--- config.mk ---
export PLATFORM = sky130hd
export DESIGN_NAME = mono_mode_status
export DESIGN_NICKNAME = d
export VERILOG_FILES = /design/src/rtl/mono_mode_pkg.sv /design/src/rtl/mono_mode_ctrl.sv /design/src/rtl/mono_mode_dp.sv /design/src/rtl/mono_mode_status.sv
export SDC_FILE = /design/constraint.sdc
export NUM_CORES = 1
export LEC_CHECK = 0
export ABC_AREA = 0
export CAP_MARGIN = 10
export CORE_MARGIN = 5
export CORE_UTILIZATION = 31
export DETAILED_ROUTE_END_ITERATION = 8
export PLACE_DENSITY = 0.67
export SKIP_LAST_GASP = 1
export SLEW_MARGIN = 20
export SYNTH_ARGS = -nofsm -noshare
export SYNTH_HDL_FRONTEND = slang
export SYNTH_HIERARCHICAL = 1
export SYNTH_SLANG_ARGS = --single-unit
--- constraint.sdc ---
create_clock -name clk -period 1 [get_ports clk]
set_input_delay 0.2 -clock clk [delete_from_list [all_inputs] [get_ports clk]]
set_output_delay 0.2 -clock clk [all_outputs]
set_load 0.1 [all_outputs]
--- src/rtl/mono_mode_pkg.sv ---
package mono_mode_pkg;
  localparam int DATA_W = 8;
  localparam int PROT_N = 2;

  // Strobes from the control side to the datapath
  typedef struct packed {
    logic modeLoad;
    logic cfgLoad;
    logic [PROT_N-1:0] setOk;
  } mdaStrobe_t;

  // Mode bit guarded by protection slot i
  function automatic int protPos(input int i);
    return (i == 0) ? 1 : 7;
  endfunction

  // Configuration bit enabling protection slot i
  function automatic int enPos(input int i);
    return i;
  endfunction

  function automatic logic [DATA_W-1:0] protMask();
    logic [DATA_W-1:0] m;
    m = '0;
    for (int i = 0; i < PROT_N; i++) m[protPos(i)] = 1'b1;
    return m;
  endfunction
endpackage

--- src/rtl/mono_mode_ctrl.sv ---
module mono_mode_ctrl
  import mono_mode_pkg::*;
(
  input  logic              modeWrEn,
  input  logic              cfgWrEn,
  input  logic [DATA_W-1:0] cfgQ,
  output mdaStrobe_t        strb
);
  always_comb begin
    strb.modeLoad = modeWrEn;
    strb.cfgLoad  = cfgWrEn;
  end

  for (genvar i = 0; i < PROT_N; i++) begin : g_en
    assign strb.setOk[i] = cfgQ[enPos(i)];
  end
endmodule

--- src/rtl/mono_mode_dp.sv ---
module mono_mode_dp
  import mono_mode_pkg::*;
#(
  parameter logic [DATA_W-1:0] MODE_RST = 8'h0A,
  parameter logic [DATA_W-1:0] ID_BASE  = 8'h72,
  parameter int ADDR_W      = 16,
  parameter int PAGE_OFFSET = 16'h8000
) (
  input  logic              clk,
  input  logic              rstN,
  input  mdaStrobe_t        strb,
  input  logic [DATA_W-1:0] wrData,
  input  logic              hRetrace,
  input  logic              vRetrace,
  output logic [DATA_W-1:0] modeQ,
  output logic [DATA_W-1:0] cfgQ,
  output logic [ADDR_W-1:0] pageBase,
  output logic [DATA_W-1:0] statusOut
);
  localparam logic [DATA_W-1:0] PMASK = protMask();
  localparam logic [ADDR_W-1:0] PAGE_HI = ADDR_W'(PAGE_OFFSET);

  logic [DATA_W-1:0] protNext;
  logic [DATA_W-1:0] modeNext;
  logic hsQ, vsQ;

  for (genvar b = 0; b < DATA_W; b++) begin : g_bit
    if (PMASK[b]) begin : g_prot
      int slot;
      always_comb begin
        slot = 0;
        for (int i = 0; i < PROT_N; i++)
          if (protPos(i) == b) slot = i;
      end
      assign protNext[b] = wrData[b] & (modeQ[b] | strb.setOk[slot]);
    end else begin : g_free
      assign protNext[b] = 1'b0;
    end
  end

  always_comb begin
    modeNext = modeQ;
    if (strb.modeLoad) modeNext = (wrData & ~PMASK) | (protNext & PMASK);
  end

  always_ff @(posedge clk) begin
    if (!rstN) begin
      modeQ <= MODE_RST;
      cfgQ  <= '0;
      hsQ   <= 1'b0;
      vsQ   <= 1'b0;
    end else begin
      modeQ <= modeNext;
      if (strb.cfgLoad) cfgQ <= wrData;
      hsQ <= hRetrace;
      vsQ <= vRetrace;
    end
  end

  always_comb begin
    pageBase  = modeQ[protPos(1)] ? PAGE_HI : '0;
    statusOut = ID_BASE;
    statusOut[0] = hsQ;
    statusOut[7] = ~vsQ;
    statusOut[3] = ~vsQ & ~hsQ;
  end
endmodule

--- src/rtl/mono_mode_status.sv ---
module mono_mode_status
  import mono_mode_pkg::*;
#(
  parameter int ADDR_W      = 16,
  parameter int PAGE_OFFSET = 16'h8000
) (
  input  logic              clk,
  input  logic              rstN,
  input  logic              modeWrEn,
  input  logic              cfgWrEn,
  input  logic [DATA_W-1:0] wrData,
  input  logic              hRetrace,
  input  logic              vRetrace,
  output logic [DATA_W-1:0] modeOut,
  output logic [DATA_W-1:0] cfgOut,
  output logic              gfxMode,
  output logic              blinkEn,
  output logic [ADDR_W-1:0] pageBase,
  output logic [DATA_W-1:0] statusOut
);
  mdaStrobe_t strb;

  mono_mode_ctrl u_ctrl (
    .modeWrEn(modeWrEn),
    .cfgWrEn (cfgWrEn),
    .cfgQ    (cfgOut),
    .strb    (strb)
  );

  mono_mode_dp #(
    .ADDR_W     (ADDR_W),
    .PAGE_OFFSET(PAGE_OFFSET)
  ) u_dp (
    .clk      (clk),
    .rstN     (rstN),
    .strb     (strb),
    .wrData   (wrData),
    .hRetrace (hRetrace),
    .vRetrace (vRetrace),
    .modeQ    (modeOut),
    .cfgQ     (cfgOut),
    .pageBase (pageBase),
    .statusOut(statusOut)
  );

  assign gfxMode = modeOut[1];
  assign blinkEn = modeOut[5];
endmodule

## After elaboration in Yosys (flattened, before gate mapping)

Index checks and enable logic that the tools add are counted.

| word-level totals | value |
|---|---|
| register bits after elaboration | 18 |
| bits of input ports | 14 |
| output and inout bits | 42 |
| logic and storage cells | 13 |

| operators by class | value |
|---|---|
| mux-type cells | 1 |
| bitwise logic cells | 8 |

Operator list:

| cell | count |
|---|---|
| $mux W16 | 1 |
| $or A7 B8 Y8 | 1 |
| $and A1 B1 Y1 | 3 |
| $not A1 Y1 | 2 |
| $or A1 B1 Y1 | 2 |

## Logic depth before layout (Yosys ltp)

Gate-level depths: netlist of the first run.

| depth | value |
|---|---|
| word-level depth | 3 |
| mapped depth | 4 |
| gate-level depth less buffers | 2 |

## Cells and area by module

The synthesis of the first run kept the hierarchy.

By module, submodules not included:

| module | times used | cells an instance | area each (sq um) |
|---|---|---|---|
| mono_mode_dp | 1 | 84 | 828.3 |
| mono_mode_ctrl | 1 | 4 | 30.0 |
| mono_mode_status | 1 | 2 | 15.0 |

## Worst setup path after synthesis of the first run

No wires, ideal clock.

| path | value |
|---|---|
| kind | reg-to-output |
| start | reg u_dp.vsQ |
| end | out statusOut[3] |
| arrival | 1.553 ns |
| setup slack | -0.753 ns |
| cell stages (with the launch flop) | 2 |
| buffers on the path | 0 |
| cells stage by stage | dfxtp_1 nor2_1 |

| on the way | value |
|---|---|
| longest elaborated chain between the ends | 2 |

RTL lines:

| item | RTL line | RTL |
|---|---|---|
| start: declaration | mono_mode_dp.sv:25 | `logic hsQ, vsQ;` |
| start signal: assignment | mono_mode_dp.sv:56 | `vsQ <= vRetrace;` |
| $not A1 Y1 | mono_mode_dp.sv:65 | `statusOut[3] = ~vsQ & ~hsQ;` |
| $and A1 B1 Y1 | mono_mode_dp.sv:65 |  |
| end: declaration | mono_mode_status.sv:19 | `output logic [DATA_W-1:0] statusOut` |

Every way passes these cells.

## Final worst setup path of the first run

| path | value |
|---|---|
| start | reg u_dp.hsQ |
| end | out statusOut[3] |

| on the way | value |
|---|---|
| longest elaborated chain between the ends | 2 |

RTL lines:

| item | RTL line | RTL |
|---|---|---|
| start: declaration | mono_mode_dp.sv:25 |  |
| start signal: assignment | mono_mode_dp.sv:55 | `hsQ <= hRetrace;` |
| $not A1 Y1 | mono_mode_dp.sv:65 |  |
| $and A1 B1 Y1 | mono_mode_dp.sv:65 |  |

Every way passes these cells.

==> results of run 1 <==
## registers in the layout, indices dropped and copies added (netlist names)
name	count
u_dp/cfgQ	8
u_dp/modeQ	8
u_dp/hsQ	1
u_dp/vsQ	1
## critical path, cell delays in order, from the launching register on
cell	delay (ns)
dfxtp_2	0.36
nor2_4	0.12
buf_12	0.18
## where the power goes
part / switching [mW] / internal (mW) / total, mW
sequential: 0.0513 / 0.757 / 0.809
clock: 0.226 / 0.222 / 0.447
combinational: 0.794 / 0.301 / 1.10
total: 1.07 / 1.28 / 2.35
## Yosys cell counts
cell type   n
inv_2       1
dfxtp_1    18
a21oi_1     2
and2_1      2
nor2_1     14
buf_4      28
o21ai_1     1
conb_1      2
inv_1       1
mux2i_1    14
nor2b_1     1
nor2b_4     1
buf_6       3
nand2_1     1
nor3_2      1
## per-stage QoR
| stage | cell area (um^2) | hold WS (ns) | total power, mW | setup WS [ns] | utilization [%] |
|---|---|---|---|---|---|
| after floorplan | 997 | 0.262 | 1.69 | -0.0187 | - |
| after global placement | 1390 | 0.486 | 1.91 | -0.205 | 50.8 |
| after detailed placement | 1390 | 0.492 | 1.92 | -0.229 | 50.8 |
| after CTS | 1450 | 0.471 | 2.37 | -0.164 | 53.1 |
| after global routing | 1450 | 0.473 | 2.44 | -0.192 | 53.2 |
| final | 1450 | 0.474 | 2.35 | -0.148 | 53.2 |
## per-layer routing
layer / track usage (%) / wire, um
met5: 0 / 0
met4: 3.18 / 0
met3: 3.91 / 234
met2: 15.8 / 928
met1: 10.4 / 699
## timing repair
| item | CTS | global route |
|---|---|---|
| setup endpoints to repair | 22 | 22 |
| pin swaps | 1 | 0 |
| gates cloned | 0 | 0 |
| buffers inserted | 3 | 0 |
| gates resized for setup | 2 | 1 |
## cell type report
cell class                 count  area (um^2)  area share, %
timing repair buffer          43          631           43.4
sequential                    18          400           27.5
multi-input combinational     57          337           23.1
tap                           31         38.8           2.67
clock buffer                   4         36.3           2.50
inverter                       2         11.3          0.775
## cells by family after synthesis
family,count (synthesis)
other,2
DFF,18
AOI/OAI and AO/OA,3
and+or+nand+nor,20
muxes,14
buffers and inverters,33
## how the worst max path moves through the flow
| stage | slack [ns] | end | start | cells after the start |
|---|---|---|---|---|
| detailed placement | -0.23 | u_dp/modeQ[0]$_SDFFE_PN0P_ | modeWrEn | 4 |
| finish | -0.15 | statusOut[3] | u_dp/hsQ$_SDFF_PN0_ | 2 |
| global route | -0.19 | statusOut[3] | u_dp/hsQ$_SDFF_PN0_ | 2 |
| CTS | -0.16 | statusOut[3] | u_dp/hsQ$_SDFF_PN0_ | 2 |
| global placement | -0.20 | u_dp/modeQ[2]$_SDFFE_PN0P_ | modeWrEn | 4 |
| floorplan | -0.02 | statusOut[3] | u_dp/vsQ$_SDFF_PN0_ | 1 |
==> flow_summary.toml, run 1 <==
[logic_synthesis]
synth_cell_types = 15
seq_area_frac_synth_pct = 41.3
muxShareOfSynthArea_pct = 16.0
ys_seq_elements = 18
synthTopCellsByArea = "dfxtp_1, buf_4, mux2i_1"
synthAdderAreaFrac_pct = 0
synth_compound_area_share_pct = 1.72
synth-xor-area-share_pct = 0
yosysWarnings = 6
postSynthAreaPerCell_um2 = 9.70
synth_largest_area_cell = "dfxtp_1"
synthSimpleGateAreaFrac_pct = 11.3
netlist_area_um2 = 873
synthCells = 90
synth_top_area_share_pct = 41.3
synth_top_family_by_area = "buffers and inverters"

[setup_path]
ff2ff_path_depth = 3
required_ns = 0.80
r2r_slack_ns = 0.20
start_kind = "flop"
crit_fanout = 2
r2r_end = "u_dp/modeQ[7]$_SDFFE_PN0P_"
end_kind = "output port"
r2r_start = "u_dp/cfgQ[1]$_SDFFE_PN0P_"
critPathArrivalTime_ns = 0.95
path_class = "flop to output port"

[worst_hold_path]
hold-path-cell-count = 2
hp-start = "vRetrace"
hold_class = "input port to flop"
holdPathEnd = "u_dp/vsQ$_SDFF_PN0_"

[grt]
grt_pass1_wl_um = 2930
antenna_found_initial = 0
grt_max_degree = 15
grt_pass1_vias = 659
grt_overflow = 0
grt_usage_pct = 9.30

[floorplan]
placeableCoreArea_mm2 = 0.00273
fp.dieW_um = 63.1
rows = 19
die_y_um = 63.1
ios = 56
die-area_mm2 = 0.00398
start_util_pct = 31.9

[timing]
drv_slew = 0
finClkSkew_ns = 0.000544
setup_ws_ns = -0.148
fin_tns_setup_ns = -1.11
fin_crit_sh_pct = 115
fin_crit_ns = 1.15
fmax_ghz = 0.871
rsz0062_at_grt = "yes"
finalSetupViolations = 22
hold_viol_final = 0

[finish]
final_cells = 155
num_antenna_cells = 0
final_cell_mix = "buf_12, conb_1, mux2i_1"
drive_above_1_share_pct = 46.0
nets = 139
fillers = 247
area_growth_pct = 66.5
final_common_cell = "buf_12"

[power]
ir_drop_mv = 1.04
power.leakage_nw = 0.665
power.density_mw_per_mm2 = 1620

[clock_network]
cts_hold_buf = 0
root_buffer = "clkbuf_4"
worstSkewPairLatency_ns = 0.29
path_clk_slew_ns = 0.10
cts_sinks = 18
cts.htree.levels = 1
clockBufferDepth = 2
cts_tree = "built"
cts_buffers = 3

[routing]
drt-initial-drc-count = 2
antenna_left = 0
routed_via_density = 4.00
finalWirelength_um = 1860
wl_per_cell_um = 12.0
drt_pre_antenna_iters = 2
via_count = 620
drc = 0

[placed_design]
gp_congestion = 0.665
dp_cells = 148
hpwlAfterDp_um = 1530
portBuffers = 35

[status]
outcome = "finished with violations"
violations = "negative setup slack"

[job]
max_cap_violations = 0
Note: power is estimated with default switching activity, not from simulation.
==> run 2: changes to the inputs <==
--- a/config.mk
+++ b/config.mk
@@ -8,9 +8,9 @@
 export ABC_AREA = 0
 export CAP_MARGIN = 10
 export CORE_MARGIN = 5
-export CORE_UTILIZATION = 31
+export CORE_UTILIZATION = 35
 export DETAILED_ROUTE_END_ITERATION = 8
-export PLACE_DENSITY = 0.67
+export PLACE_DENSITY = 0.75
 export SKIP_LAST_GASP = 1
 export SLEW_MARGIN = 20
 export SYNTH_ARGS = -nofsm -noshare
==> run 2 against run 1 <==
Routed wire length decreased by 0.32%. Die area down 9.7%. Register-to-register slack lost 0.02 ns. The flow still finishes with violations (negative setup slack). Largest cell class unchanged.
==> flow_summary.toml, run 2 (synthesized netlist as in run 1, its figures left out) <==
[timing]
rsz0062_at_grt = "yes"
hold-worst-slack_ns = 0.490
fin_crit_ns = 1.15
drv_slew = 0
finClkSkew_ns = 0.00509
fin_crit_sh_pct = 115
finalSetupViolations = 22
setup_ws_ns = -0.150
hold_viol_final = 0
fmax_ghz = 0.869

[setup_path]
r2r_end = "u_dp/modeQ[1]$_SDFFE_PN1P_"
crit_path_cell_trace = "nor2_4, buf_12"
ff2ff_path_depth = 3
slowest_stage = "dfxtp_2"
r2r_slack_ns = 0.18
crit_fanout = 2
path_buf_inv = 1
max_stage_delay_ns = 0.36
end_kind = "output port"
start_kind = "flop"
required_ns = 0.80
r2r_start = "u_dp/cfgQ[0]$_SDFFE_PN0P_"
crit_family = "flip-flops"
critPathArrivalTime_ns = 0.95
path_class = "flop to output port"

[routing]
antenna_left = 0
via_count = 608
drc = 0
routed_via_density = 3.97
drt_pre_antenna_iters = 3
drt-initial-drc-count = 4
finalWirelength_um = 1860
wl_per_cell_um = 12.1

[floorplan]
ios = 56
die_y_um = 60.0
start_util_pct = 35.9
placeableCoreArea_mm2 = 0.00243
die-area_mm2 = 0.00359
rows = 18
fp.dieW_um = 60.0

[worst_hold_path]
holdPathEnd = "u_dp/vsQ$_SDFF_PN0_"
hp-start = "vRetrace"
hold-path-cell-count = 2
hold_class = "input port to flop"

[status]
violations = "negative setup slack"
outcome = "finished with violations"

[grt]
grt_max_degree = 15
grt_usage_pct = 9.99
grt_pass1_wl_um = 2640
grt_overflow = 0
antenna_found_initial = 0
grt_pass1_vias = 593

[finish]
nets = 138
area_growth_pct = 66.6
final_common_cell = "buf_12"
post-route-util_pct = 59.8
final_cells = 153
drive_above_1_share_pct = 45.5
final_area_mm2 = 0.00146
final_cell_mix = "buf_12, conb_1, mux2i_1"
num_antenna_cells = 0
reg_top3 = "u_dp/cfgQ x8, u_dp/modeQ x8"

[clock_network]
cts.htree.levels = 1
worstSkewPairLatency_ns = 0.29
clockBufferDepth = 2
cts_tree = "built"
cts_buffers = 3
root_buffer = "clkbuf_4"
path_clk_slew_ns = 0.10
cts_sinks = 18

[power]
p_clk_share_pct = 18.7
power.leakage_nw = 0.664
swShare_pct = 45.3
ir_drop_mv = 0.808
switching_power_mw = 1.06
combPwrFrac_pct = 46.8
seq_power_share_pct = 34.6
power.density_mw_per_mm2 = 1610
p_total_mw = 2.35
intPower_mw = 1.28

[placed_design]
place_area_mm2 = 0.00139
portBuffers = 35
hpwlAfterDp_um = 1490
gp_congestion = 0.730
dp_cells = 146

[job]
max_cap_violations = 0
-- run 2: cell types whose count changed in the layout (fill, tap and decap cells not counted) --
cell     before  now
buf_12       22   23
buf_4         8    6
dfxtp_2      11   12
dfxtp_4       7    6
-- run 2: metal layers --
metal,part of all wire (%),track usage (%),wire length [um]
met1,41,11.3,767
met2,45,16.7,843
met3,13,3.46,237
met4,0.48,4.75,9
met5,0,0,0
-- run 2: area by class of cell --
| cell class | instances | area, um^2 |
|---|---|---|
| clock buffer | 4 | 36.3 |
| fill | 206 | 977 |
| timing repair buffer | 42 | 636 |
| sequential | 18 | 398 |
| multi-input combinational | 57 | 337 |
| tap | 30 | 37.5 |
| inverter | 2 | 11.3 |
-- run 2: worst max-delay path by stage --
| stage | start | endpoint | slack (ns) | depth (start not counted) |
|---|---|---|---|---|
| final | u_dp/hsQ$_SDFF_PN0_ | statusOut[3] | -0.15 | 2 |
| after global routing | u_dp/hsQ$_SDFF_PN0_ | statusOut[3] | -0.18 | 2 |
| after CTS | u_dp/hsQ$_SDFF_PN0_ | statusOut[3] | -0.16 | 2 |
| after detailed placement | modeWrEn | u_dp/modeQ[3]$_SDFFE_PN1P_ | -0.23 | 4 |
| after global placement | modeWrEn | u_dp/modeQ[6]$_SDFFE_PN0P_ | -0.21 | 4 |
| after floorplan | u_dp/vsQ$_SDFF_PN0_ | statusOut[3] | -0.02 | 1 |
-- run 2: timing repair --
item                       CTS  global route
setup endpoints to repair   22            22
hold buffers                 0             0
buffers inserted             3             0
gates resized for setup      2             0
pin swaps                    1             0
-- run 2: power by group through the flow --
stage	combinational (mW)	clock, mW	sequential [mW]
5_1_grt	1.13	0.471	0.817
3_3_place_gp	1.08	0	0.830
2_1_floorplan	0.612	0	1.07
6_report	1.10	0.438	0.811
4_1_cts	1.10	0.449	0.812
3_5_place_dp	1.09	0	0.831
-- run 2: through the flow --
stage	worst slack (ns)	TNS [ns]
after CTS	-0.161	-1.27
final	-0.150	-1.06
after global placement	-0.209	-3.03
after floorplan	-0.0187	-0.0187
after global routing	-0.182	-1.69
after detailed placement	-0.227	-3.31
==> run 3: changes to the inputs <==
--- a/config.mk
+++ b/config.mk
@@ -10,6 +10,8 @@
 export CORE_MARGIN = 5
 export CORE_UTILIZATION = 35
 export DETAILED_ROUTE_END_ITERATION = 8
+export GPL_ROUTABILITY_DRIVEN = 0
+export GPL_TIMING_DRIVEN = 0
 export PLACE_DENSITY = 0.75
 export SKIP_LAST_GASP = 1
 export SLEW_MARGIN = 20
==> run 3 against run 2 <==
The flow still finishes with violations (negative setup slack). Via count increased by 13%. Utilization increased by 7.8 points. Clock power increased by 1%. First-iteration DRC count increased by 25%.
==> flow_summary.toml, run 3 (synthesized netlist as in run 1, its figures left out) <==
[status]
outcome = "finished with violations"
violations = "negative setup slack"

[setup_path]
r2r_end = "u_dp/modeQ[7]$_SDFFE_PN0P_"
ff2ff_path_depth = 4
max_stage_delay_ns = 0.35
crit_fanout = 2
slowest_stage = "dfxtp_2"
required_ns = 0.80
r2r_start = "u_dp/cfgQ[1]$_SDFFE_PN0P_"
critPathArrivalTime_ns = 0.95
crit_path_cell_trace = "nor2_4, buf_12"
end_kind = "output port"
start_kind = "flop"
path_class = "flop to output port"
r2r_slack_ns = 0.07

[power]
power.density_mw_per_mm2 = 1480
power.leakage_nw = 0.794
combPwrFrac_pct = 48.6
swShare_pct = 44.5
p_total_mw = 2.43
switching_power_mw = 1.08
seq_power_share_pct = 33.2
intPower_mw = 1.35
ir_drop_mv = 0.970
p_clk_share_pct = 18.2

[worst_hold_path]
hp-start = "modeWrEn"
hold-path-cell-count = 4
holdPathEnd = "u_dp/modeQ[3]$_SDFFE_PN1P_"
hold_class = "input port to flop"

[routing]
wl_per_cell_um = 11.4
antenna_left = 0
drc = 0
via_count = 686
routed_via_density = 3.88
drt-initial-drc-count = 5
drt_pre_antenna_iters = 4
finalWirelength_um = 2020

[placed_design]
preCtsSetupSlack_ns = -0.799
place_area_mm2 = 0.00137
portBuffers = 33
dp_cells = 171
hpwlAfterDp_um = 1480

[timing]
hold-worst-slack_ns = 0.307
finClkSkew_ns = 0.00900
finalSetupViolations = 22
fin_tns_setup_ns = -1.33
hold_viol_final = 0
fmax_ghz = 0.871
setup_ws_ns = -0.148
fin_crit_ns = 1.15
drv_slew = 0
rsz0062_at_grt = "yes"
fin_crit_sh_pct = 115

[floorplan]
rows = 18
ios = 56
die-area_mm2 = 0.00359
placeableCoreArea_mm2 = 0.00243
die_y_um = 60.0
start_util_pct = 35.9
fp.dieW_um = 60.0

[clock_network]
path_clk_slew_ns = 0.11
cts.htree.levels = 1
cts_buffers = 3
clockBufferDepth = 2
cts_tree = "built"
worstSkewPairLatency_ns = 0.29
cts_hold_buf = 0
cts_sinks = 18
root_buffer = "clkbuf_4"

[finish]
final_common_cell = "buf_4"
final_cell_mix = "buf_4, buf_12, conb_1"
final_cells = 177
num_antenna_cells = 0
nets = 162
area_growth_pct = 88.3
reg_top3 = "u_dp/cfgQ x8, u_dp/modeQ x8"
drive_above_1_share_pct = 55.8
final_area_mm2 = 0.00164
post-route-util_pct = 67.6

[grt]
grt_overflow = 0
antenna_found_initial = 0
grt_usage_pct = 11.3
grt_max_degree = 11
grt_pass1_wl_um = 2970
grt_pass1_vias = 674

[job]
max_cap_violations = 0
run 3: cell count changes in the layout (fill, tap and decap cells not counted):
| cell | before | now |
|---|---|---|
| buf_4 | 6 | 26 |
| buf_6 | 0 | 7 |
| clkdlybuf4s50_1 | 13 | 11 |
| buf_12 | 23 | 22 |
run 3: metal layers:
metal	vias up	part of all wire, %	track usage (%)
met5	-	0	0
li1	349	-	-
met4	0	0.40	4.75
met2	35	49	19.1
met3	2	11	4.10
met1	300	40	12.6
run 3: worst max-delay path by stage:
stage | startpoint | end | slack [ns] | cells past startpoint
after floorplan | u_dp/vsQ$_SDFF_PN0_ | statusOut[3] | -0.02 | 1
after global placement | u_dp/hsQ$_SDFF_PN0_ | statusOut[0] | -0.79 | 2
after detailed placement | u_dp/hsQ$_SDFF_PN0_ | statusOut[0] | -0.80 | 2
after CTS | u_dp/vsQ$_SDFF_PN0_ | statusOut[3] | -0.15 | 2
after global routing | u_dp/hsQ$_SDFF_PN0_ | statusOut[3] | -0.19 | 2
final | u_dp/hsQ$_SDFF_PN0_ | statusOut[3] | -0.15 | 2
run 3: cell type report:
| type | instances | area, um^2 |
|---|---|---|
| flip-flops and latches | 18 | 398 |
| inverters | 2 | 11.3 |
| well taps | 30 | 37.5 |
| plain buffers | 31 | 259 |
| multi-input cells | 57 | 337 |
| clock buffers | 4 | 36.3 |
| fillers | 192 | 788 |
| repair buffers | 35 | 566 |
run 3: power groups by stage:
stage                     clock [mW]  sequential [mW]  combinational [mW]
after floorplan                    0             1.07               0.612
after global placement             0            0.802                1.04
after detailed placement           0            0.803                1.05
after CTS                      0.458            0.806                1.17
after global routing           0.487            0.813                1.22
final                          0.444            0.807                1.18
run 3: timing repair:
item | 4_1_cts | 5_1_grt
hold endpoints to repair | 0 | 0
setup buffers | 2 | 0
endpoints found under the setup margin | 22 | 22
gates resized for setup | 199 | 2
pin swaps | 1 | 0
run 3: worst max-delay path: cells and delay by family, from the launching register on:
family | cells | cell delay, ns
and+or+nand+nor | 1 | 0.12
DFF | 1 | 0.35
buffers and inverters | 1 | 0.18
